<file path="config.mk">
export PLATFORM = sky130hd
export DESIGN_NAME = tx_reset_sequencer
export DESIGN_NICKNAME = d
export VERILOG_FILES = /design/src/rtl/txrs_pkg.sv /design/src/rtl/txrs_sync.sv /design/src/rtl/txrs_count.sv /design/src/rtl/txrs_fsm.sv /design/src/rtl/tx_reset_sequencer.sv
export SDC_FILE = /design/constraint.sdc
export NUM_CORES = 1
export LEC_CHECK = 0
export BUFFER_PORTS_ARGS = -buffer_cell sky130_fd_sc_hd__buf_4
export CORE_MARGIN = 3
export CORE_UTILIZATION = 50
export CTS_CLUSTER_SIZE = 16
export DETAILED_ROUTE_END_ITERATION = 10
export PLACE_DENSITY = 0.72
export SLEW_MARGIN = 5
export SYNTH_ARGS = -nofsm -noshare
export SYNTH_HDL_FRONTEND = slang
export SYNTH_SLANG_ARGS = --single-unit
export TNS_END_PERCENT = 30
</file>
<file path="constraint.sdc">
create_clock -name clk -period 1.78 [get_ports clk]
set_input_delay 0 -clock clk [delete_from_list [all_inputs] [get_ports clk]]
set_output_delay 0 -clock clk [all_outputs]
set_load 0.03 [all_outputs]
</file>
<file path="src/rtl/txrs_pkg.sv">
package txrs_pkg;

  typedef enum logic [2:0] {
    ST_MGMT_RST   = 3'd0,
    ST_PLL_PD     = 3'd1,
    ST_WAIT_GATES = 3'd2,
    ST_SETTLE     = 3'd3,
    ST_READY      = 3'd4
  } txrs_state_e;

  // nanoseconds to clock cycles, rounded up
  function automatic int ns_to_cycles(input int ns, input int mhz);
    return (ns * mhz + 999) / 1000;
  endfunction

  function automatic int max_int(input int a, input int b);
    return (a > b) ? a : b;
  endfunction

  // bits needed to count up to n inclusive, plus one spare
  function automatic int count_width(input int n);
    return $clog2(n + 1) + 1;
  endfunction

endpackage

</file>
<file path="src/rtl/txrs_sync.sv">
module txrs_sync #(
  parameter int W      = 2,
  parameter int STAGES = 2,
  parameter logic [W-1:0] RST_VAL = '0
) (
  input  logic         clk,
  input  logic         rst,
  input  logic [W-1:0] din,
  output logic [W-1:0] dout
);
  logic [STAGES-1:0][W-1:0] stg;

  initial begin
    if (STAGES < 2) $error("txrs_sync needs at least two stages");
  end

  always_ff @(posedge clk) begin
    if (rst) begin
      for (int i = 0; i < STAGES; i++) stg[i] <= RST_VAL;
    end else begin
      stg[0] <= din;
      for (int i = 1; i < STAGES; i++) stg[i] <= stg[i-1];
    end
  end

  assign dout = stg[STAGES-1];
endmodule

</file>
<file path="src/rtl/txrs_count.sv">
module txrs_count #(
  parameter int W = 8
) (
  input  logic         clk,
  input  logic         clr,
  input  logic         en,
  output logic [W-1:0] q
);
  always_ff @(posedge clk) begin
    if (clr)                 q <= '0;
    else if (en && q != '1)  q <= q + 1'b1;
  end
endmodule

</file>
<file path="src/rtl/txrs_fsm.sv">
module txrs_fsm
  import txrs_pkg::*;
#(
  parameter int PD_CYC     = 100,
  parameter int MGMT_CYC   = 2,
  parameter int SETTLE_CYC = 16,
  parameter int CW         = 8
) (
  input  logic          clk,
  input  logic          por_req,
  input  logic          cal_en,
  input  logic          lock_s,
  input  logic          busy_s,
  input  logic [CW-1:0] cnt,
  output logic          cnt_clr,
  output logic          cnt_en,
  output logic          mgmt_rst,
  output logic          pll_pd,
  output logic          tx_ana_rst,
  output logic          tx_dig_rst,
  output logic          ready
);
  localparam int PD_END_NOCAL = max_int(PD_CYC, MGMT_CYC);
  localparam logic [CW-1:0] MG_LAST_CAL   = CW'(PD_CYC + MGMT_CYC - 1);
  localparam logic [CW-1:0] MG_LAST_NOCAL = CW'(MGMT_CYC - 1);
  localparam logic [CW-1:0] PD_LIM_CAL    = CW'(PD_CYC);
  localparam logic [CW-1:0] PD_LIM_NOCAL  = CW'(PD_END_NOCAL);
  localparam logic [CW-1:0] SETTLE_LAST   = CW'(SETTLE_CYC - 1);

  txrs_state_e state, nxt;

  // named internal events
  logic gate_ok;     // all release conditions present this cycle
  logic mg_done;     // management hold window complete
  logic pd_done;     // no-cal power-down window complete
  logic settle_done; // settling window complete
  logic pd_cond;     // power-down still required

  assign mg_done     = cnt >= (cal_en ? MG_LAST_CAL : MG_LAST_NOCAL);
  assign pd_done     = cnt >= (PD_LIM_NOCAL - 1'b1);
  assign settle_done = cnt >= SETTLE_LAST;

  always_comb begin
    pd_cond = 1'b0;
    case (state)
      ST_MGMT_RST: pd_cond = cal_en ? (cnt < PD_LIM_CAL) : 1'b1;
      ST_PLL_PD:   pd_cond = cnt < PD_LIM_NOCAL;
      default:     pd_cond = 1'b0;
    endcase
  end

  assign gate_ok = lock_s && !busy_s && !pll_pd;

  always_comb begin
    nxt = state;
    case (state)
      ST_MGMT_RST:   if (mg_done) nxt = cal_en ? ST_WAIT_GATES : ST_PLL_PD;
      ST_PLL_PD:     if (pd_done) nxt = ST_WAIT_GATES;
      ST_WAIT_GATES: if (gate_ok) nxt = ST_SETTLE;
      ST_SETTLE: begin
        if (!gate_ok)         nxt = ST_WAIT_GATES;
        else if (settle_done) nxt = ST_READY;
      end
      ST_READY:      if (!gate_ok) nxt = ST_WAIT_GATES;
      default:       nxt = ST_MGMT_RST;
    endcase
  end

  always_ff @(posedge clk) begin
    if (por_req) state <= ST_MGMT_RST;
    else         state <= nxt;
  end

  // the counter runs through both power-down phases without a restart
  assign cnt_clr = por_req || (nxt == ST_WAIT_GATES) ||
                   (state == ST_WAIT_GATES) || (state == ST_READY);
  assign cnt_en  = !cnt_clr;

  assign mgmt_rst   = (state == ST_MGMT_RST);
  assign pll_pd     = pd_cond;
  assign tx_ana_rst = (state == ST_MGMT_RST || state == ST_PLL_PD) && pd_cond;
  assign tx_dig_rst = (state != ST_READY);
  assign ready      = (state == ST_READY);

  // ---------------- checker run-length counters ----------------
  logic [CW-1:0] mg_run, pd_run, gate_run;
  always_ff @(posedge clk) begin
    if (por_req) begin
      mg_run <= '0; pd_run <= '0; gate_run <= '0;
    end else begin
      mg_run   <= mgmt_rst ? ((mg_run   == '1) ? mg_run   : mg_run   + 1'b1) : '0;
      pd_run   <= pll_pd   ? ((pd_run   == '1) ? pd_run   : pd_run   + 1'b1) : '0;
      gate_run <= gate_ok  ? ((gate_run == '1) ? gate_run : gate_run + 1'b1) : '0;
    end
  end

  // a reset request forces every reset on at the next clock
  a_r1_por_all_reset: assert property (@(posedge clk)
    por_req |=> (mgmt_rst && pll_pd && tx_ana_rst && tx_dig_rst && !ready));

  // management reset meets its minimum hold
  a_r2_mgmt_min_hold: assert property (@(posedge clk) disable iff (por_req)
    $fell(mgmt_rst) |-> (mg_run >= CW'(MGMT_CYC)));

  // power-down meets its minimum hold
  a_r3_pd_min_hold: assert property (@(posedge clk) disable iff (por_req)
    $fell(pll_pd) |-> (pd_run >= CW'(PD_CYC)));

  // option-dependent order of power-down and management release
  a_r4_cal_order: assert property (@(posedge clk) disable iff (por_req)
    (cal_en && $fell(mgmt_rst)) |-> !pll_pd);
  a_r4_nocal_order: assert property (@(posedge clk) disable iff (por_req)
    (!cal_en && $fell(pll_pd)) |-> !mgmt_rst);

  // analog reset implies digital reset
  a_r6_nesting: assert property (@(posedge clk) disable iff (por_req)
    tx_ana_rst |-> tx_dig_rst);

  // digital release only after a full unbroken settling window
  a_r7_settle_window: assert property (@(posedge clk) disable iff (por_req)
    $fell(tx_dig_rst) |-> (gate_run >= CW'(SETTLE_CYC)));

  // loss of lock while ready reasserts the digital reset
  a_r11_lock_loss: assert property (@(posedge clk) disable iff (por_req)
    (ready && !lock_s) |=> tx_dig_rst);

endmodule

</file>
<file path="src/rtl/tx_reset_sequencer.sv">
module tx_reset_sequencer
  import txrs_pkg::*;
#(
  parameter int CLK_MHZ     = 100,
  parameter int PD_NS       = 1000,
  parameter int MGMT_CYC    = 2,
  parameter int SETTLE_CYC  = 16,
  parameter int SYNC_STAGES = 2
) (
  input  logic clk,
  input  logic por_req,
  input  logic pll_cal_en,
  input  logic pll_locked,
  input  logic tx_cal_busy,
  output logic mgmt_rst,
  output logic pll_pd,
  output logic tx_ana_rst,
  output logic tx_dig_rst,
  output logic ready
);
  localparam int PD_CYC = ns_to_cycles(PD_NS, CLK_MHZ);
  localparam int CW     = count_width(PD_CYC + MGMT_CYC + SETTLE_CYC);

  initial begin
    if (MGMT_CYC < 2)   $error("MGMT_CYC must be at least 2");
    if (SETTLE_CYC < 1) $error("SETTLE_CYC must be at least 1");
  end

  logic [1:0]    status_s;   // {busy, lock}
  logic          lock_s, busy_s;
  logic [CW-1:0] cnt;
  logic          cnt_clr, cnt_en;

  // lock resets to absent, busy resets to busy
  txrs_sync #(.W(2), .STAGES(SYNC_STAGES), .RST_VAL(2'b10)) u_sync (
    .clk (clk),
    .rst (por_req),
    .din ({tx_cal_busy, pll_locked}),
    .dout(status_s)
  );
  assign lock_s = status_s[0];
  assign busy_s = status_s[1];

  txrs_count #(.W(CW)) u_cnt (
    .clk(clk),
    .clr(cnt_clr),
    .en (cnt_en),
    .q  (cnt)
  );

  txrs_fsm #(
    .PD_CYC    (PD_CYC),
    .MGMT_CYC  (MGMT_CYC),
    .SETTLE_CYC(SETTLE_CYC),
    .CW        (CW)
  ) u_fsm (
    .clk       (clk),
    .por_req   (por_req),
    .cal_en    (pll_cal_en),
    .lock_s    (lock_s),
    .busy_s    (busy_s),
    .cnt       (cnt),
    .cnt_clr   (cnt_clr),
    .cnt_en    (cnt_en),
    .mgmt_rst  (mgmt_rst),
    .pll_pd    (pll_pd),
    .tx_ana_rst(tx_ana_rst),
    .tx_dig_rst(tx_dig_rst),
    .ready     (ready)
  );
endmodule

</file>
==> impl_metrics.yaml <==
run_status:
  outcome: "complete, but fails checks"
  violations: "setup timing"
pwr:
  vdd_drop_max_v: 0.000606
  power.total_mw: 0.834
  p_per_area_nw_per_um2: 633
  power.leakage_nw: 0.517
setup_path:
  reg2reg_slack_ns: -0.13
  r2r-end: "u_cnt.q[7]"
  ff2ff_path_depth: 7
  cpPeakStageDelay_ns: 0.49
  rr_startpoint: "u_cnt.q[2]"
  cp.arrival_ns: 2.13
  endpoint_kind: "flop"
  required_ns: 2.00
  startpoint: "u_cnt.q[2]"
  cp-start-kind: "flop"
  cp_max_fo: 3
  cp_slowest_cell: "or4_4"
  criticalPathCategory: "reg2reg"
  crit_chain: "ha_2 > or4_4 > a21oi_4 > o2bb2ai_2 > a2111o_1 > buf_6 > a21oi_2"
clocking:
  clk_latency_ns: 0.29
  clk_pin_slew_ns: 0.09
  cts_max_path_buffers: 2
  tritoncts: "built"
  clock-root-buffer: "clkbuf_4"
  cts-buffers-inserted: 3
  htreeDepth: 1
  cts.sinks: 15
drt:
  remaining_drc_errors: 0
  num_vias: 994
  wirelength_mm: 2.60
  dr.pass1.iters: 4
  wire_per_inst_um: 15.3
  antenna_violating_nets_post_route: 0
  vias_per_cell: 5.85
  drt_iter0_markers: 36
layout:
  layout_common_cells: "buf_4 (30), dfxtp_1 (12), o21ai_0 (8)"
  syn_to_final_growth_pct: 44.4
  antenna_cells: 0
  postLayoutCoreUtil_pct: 81.8
  multiInputGateArea_um2: 638
  num-fill-cells: 117
  drive_above_1_share_pct: 41.1
  layout_commonest_cell: "buf_4"
  final-seq-area_um2: 304
  final_cell_area_um2: 1320
  nNetsFinal: 158
grt:
  antenna_found_initial: 0
  grt_pass1_wl_mm: 4.25
  grt_pass1_vias: 943
  grt.total_usage_pct: 23.0
  grt_max_degree: 10
  grt_overflow: 0
logic_synthesis:
  synth_xor_area_share_pct: 1.92
  yosys.area_share.simple_pct: 21.8
  synth-async-reset-ratio_pct: 0
  synth_nets: 124
  synth-edff-count: 0
  yosysWarnings: 0
  synthAdderAreaFrac_pct: 8.22
  synth-seq-cells: 15
  synthMuxAreaShare_pct: 2.19
  synth_top_family_by_area: "compound AO/OA/AOI/OAI gates"
  synth_compound_area_share_pct: 25.9
  synth_ff_type: "dfxtp_1"
  synth_area_um2: 913
  ys_seq_area_share_pct: 32.9
  avgSynthCellArea_um2: 8.08
  synth_cell_type_count: 39
  syn_inst: 113
min_path:
  hold_class: "in2reg"
  hold_depth: 5
  hold_end: "u_fsm.state[0]"
  worst_hold_startpoint: "pll_cal_en"
sta:
  relSlewSlack_pct: 59.4
  drv_slew: 0
  rsz0062_at_grt: "true"
  setup_slack_ns: -0.131
  setup_violations: 9
  max_slew.worst_pin.slew_ns: 0.609
  fmax_ghz: 0.523
  fin_crit_sh_pct: 107
  period_minus_slack_ns: 1.91
  skew_ns: 0.00761
  finalHoldViolCount: 0
floorplanning:
  dieArea_um2: 2380
  core_um2: 1610
  rows: 14
  ios: 10
  die_h_um: 48.7
  die_w_um: 48.7
  start_util_pct: 56.7
placement:
  io_buffers: 9
  hpwl_mm: 1.61
  pre_cts_ws_ns: -0.209
  placed_area_um2: 1140
  gp_congestion: 0.893
job:
  drv_cap: 0
## power breakdown
part | internal, mW | switching, mW | total [mW]
clock network | 0.0871 | 0.106 | 0.193
logic | 0.135 | 0.132 | 0.267
registers | 0.357 | 0.0174 | 0.374
total | 0.579 | 0.255 | 0.834
## through the flow
stage,cells,setup TNS (ns),hold WS (ns)
6_report,170,-0.959,0.190
5_1_grt,170,-1.58,0.190
4_1_cts,169,-0.775,0.213
3_5_place_dp,157,-1.29,0.189
3_3_place_gp,157,-0.988,0.187
2_1_floorplan,113,-0.797,0.104
## sequential cells by signal, summed over array words and instances (netlist names)
name,count
u_cnt.q,8
u_fsm.state,3
u_sync.dout,2
u_sync.stg,2
## synthesized netlist by cell type (2+ instances only)
cell type  count  area share [%]
a211oi_1       2             1.6
a21oi_1       12             6.6
and3_1         2             1.4
clkbuf_1       4             1.6
dfxtp_1       15              33
ha_1           6             8.2
inv_1          6             2.5
mux2i_1        2             2.2
nand2_1        7             2.9
nand3_1        5             2.7
nor2_1         7             2.9
nor2b_1        4             2.7
nor3_1         5             2.7
o21ai_0        8             4.4
o31ai_1        2             1.6
or2_2          2             1.4
xnor2_1        2             1.9
## worst max path at each step
stage | slack, ns | end | cells after the start
after floorplan | -0.13 | u_cnt.q[6] | 6
after global placement | -0.16 | u_cnt.q[6] | 6
after detailed placement | -0.21 | u_cnt.q[6] | 6
after CTS | -0.10 | u_cnt.q[2] | 7
after global routing | -0.21 | u_cnt.q[7] | 7
final | -0.13 | u_cnt.q[7] | 7
## critical path, delay by kind of cell, from the launching register on
kind	cells	cell delay, ns
compound gates	4	0.72
fa+ha+maj	1	0.16
simple gates	1	0.49
buf+inv	1	0.16
flops	1	0.33
## metal layers
metal  vias to the layer above  wire length [um]  part of all wire [%]  global-route usage, %
li1                        476                 -                     -                      -
met2                        59              1270                    49                   41.4
met5                         -                 0                     0                      0
met1                       444              1050                    41                   25.3
met3                        15               188                   7.2                   5.83
met4                         0                83                   3.2                   9.48
## final cells by class
cell class	count	share of cell area, %
Timing Repair Buffer	37	22.6
Tap cell	24	2.28
Multi-Input combinational cell	84	48.4
Clock buffer	4	1.99
Sequential cell	15	23.1
Inverter	6	1.71
## logic make-up after synthesis
| logic type | Yosys count |
|---|---|
| AOI/OAI and AO/OA | 36 |
| DFF | 15 |
| adders and majority gates | 6 |
| and+or+nand+nor | 38 |
| buffers and inverters | 14 |
| xor gates and xnor gates | 2 |
| muxes | 2 |
## what timing repair did
| item | in CTS | in global routing |
|---|---|---|
| buffers inserted | 3 | 1 |
| endpoints found under the hold margin | 7 | 0 |
| hold buffers | 5 | 0 |
| pin swaps | 6 | 2 |
| gates resized for setup | 15 | 2 |
| setup endpoints to repair | 8 | 9 |
No activity file was read; power rests on OpenSTA's default activity.
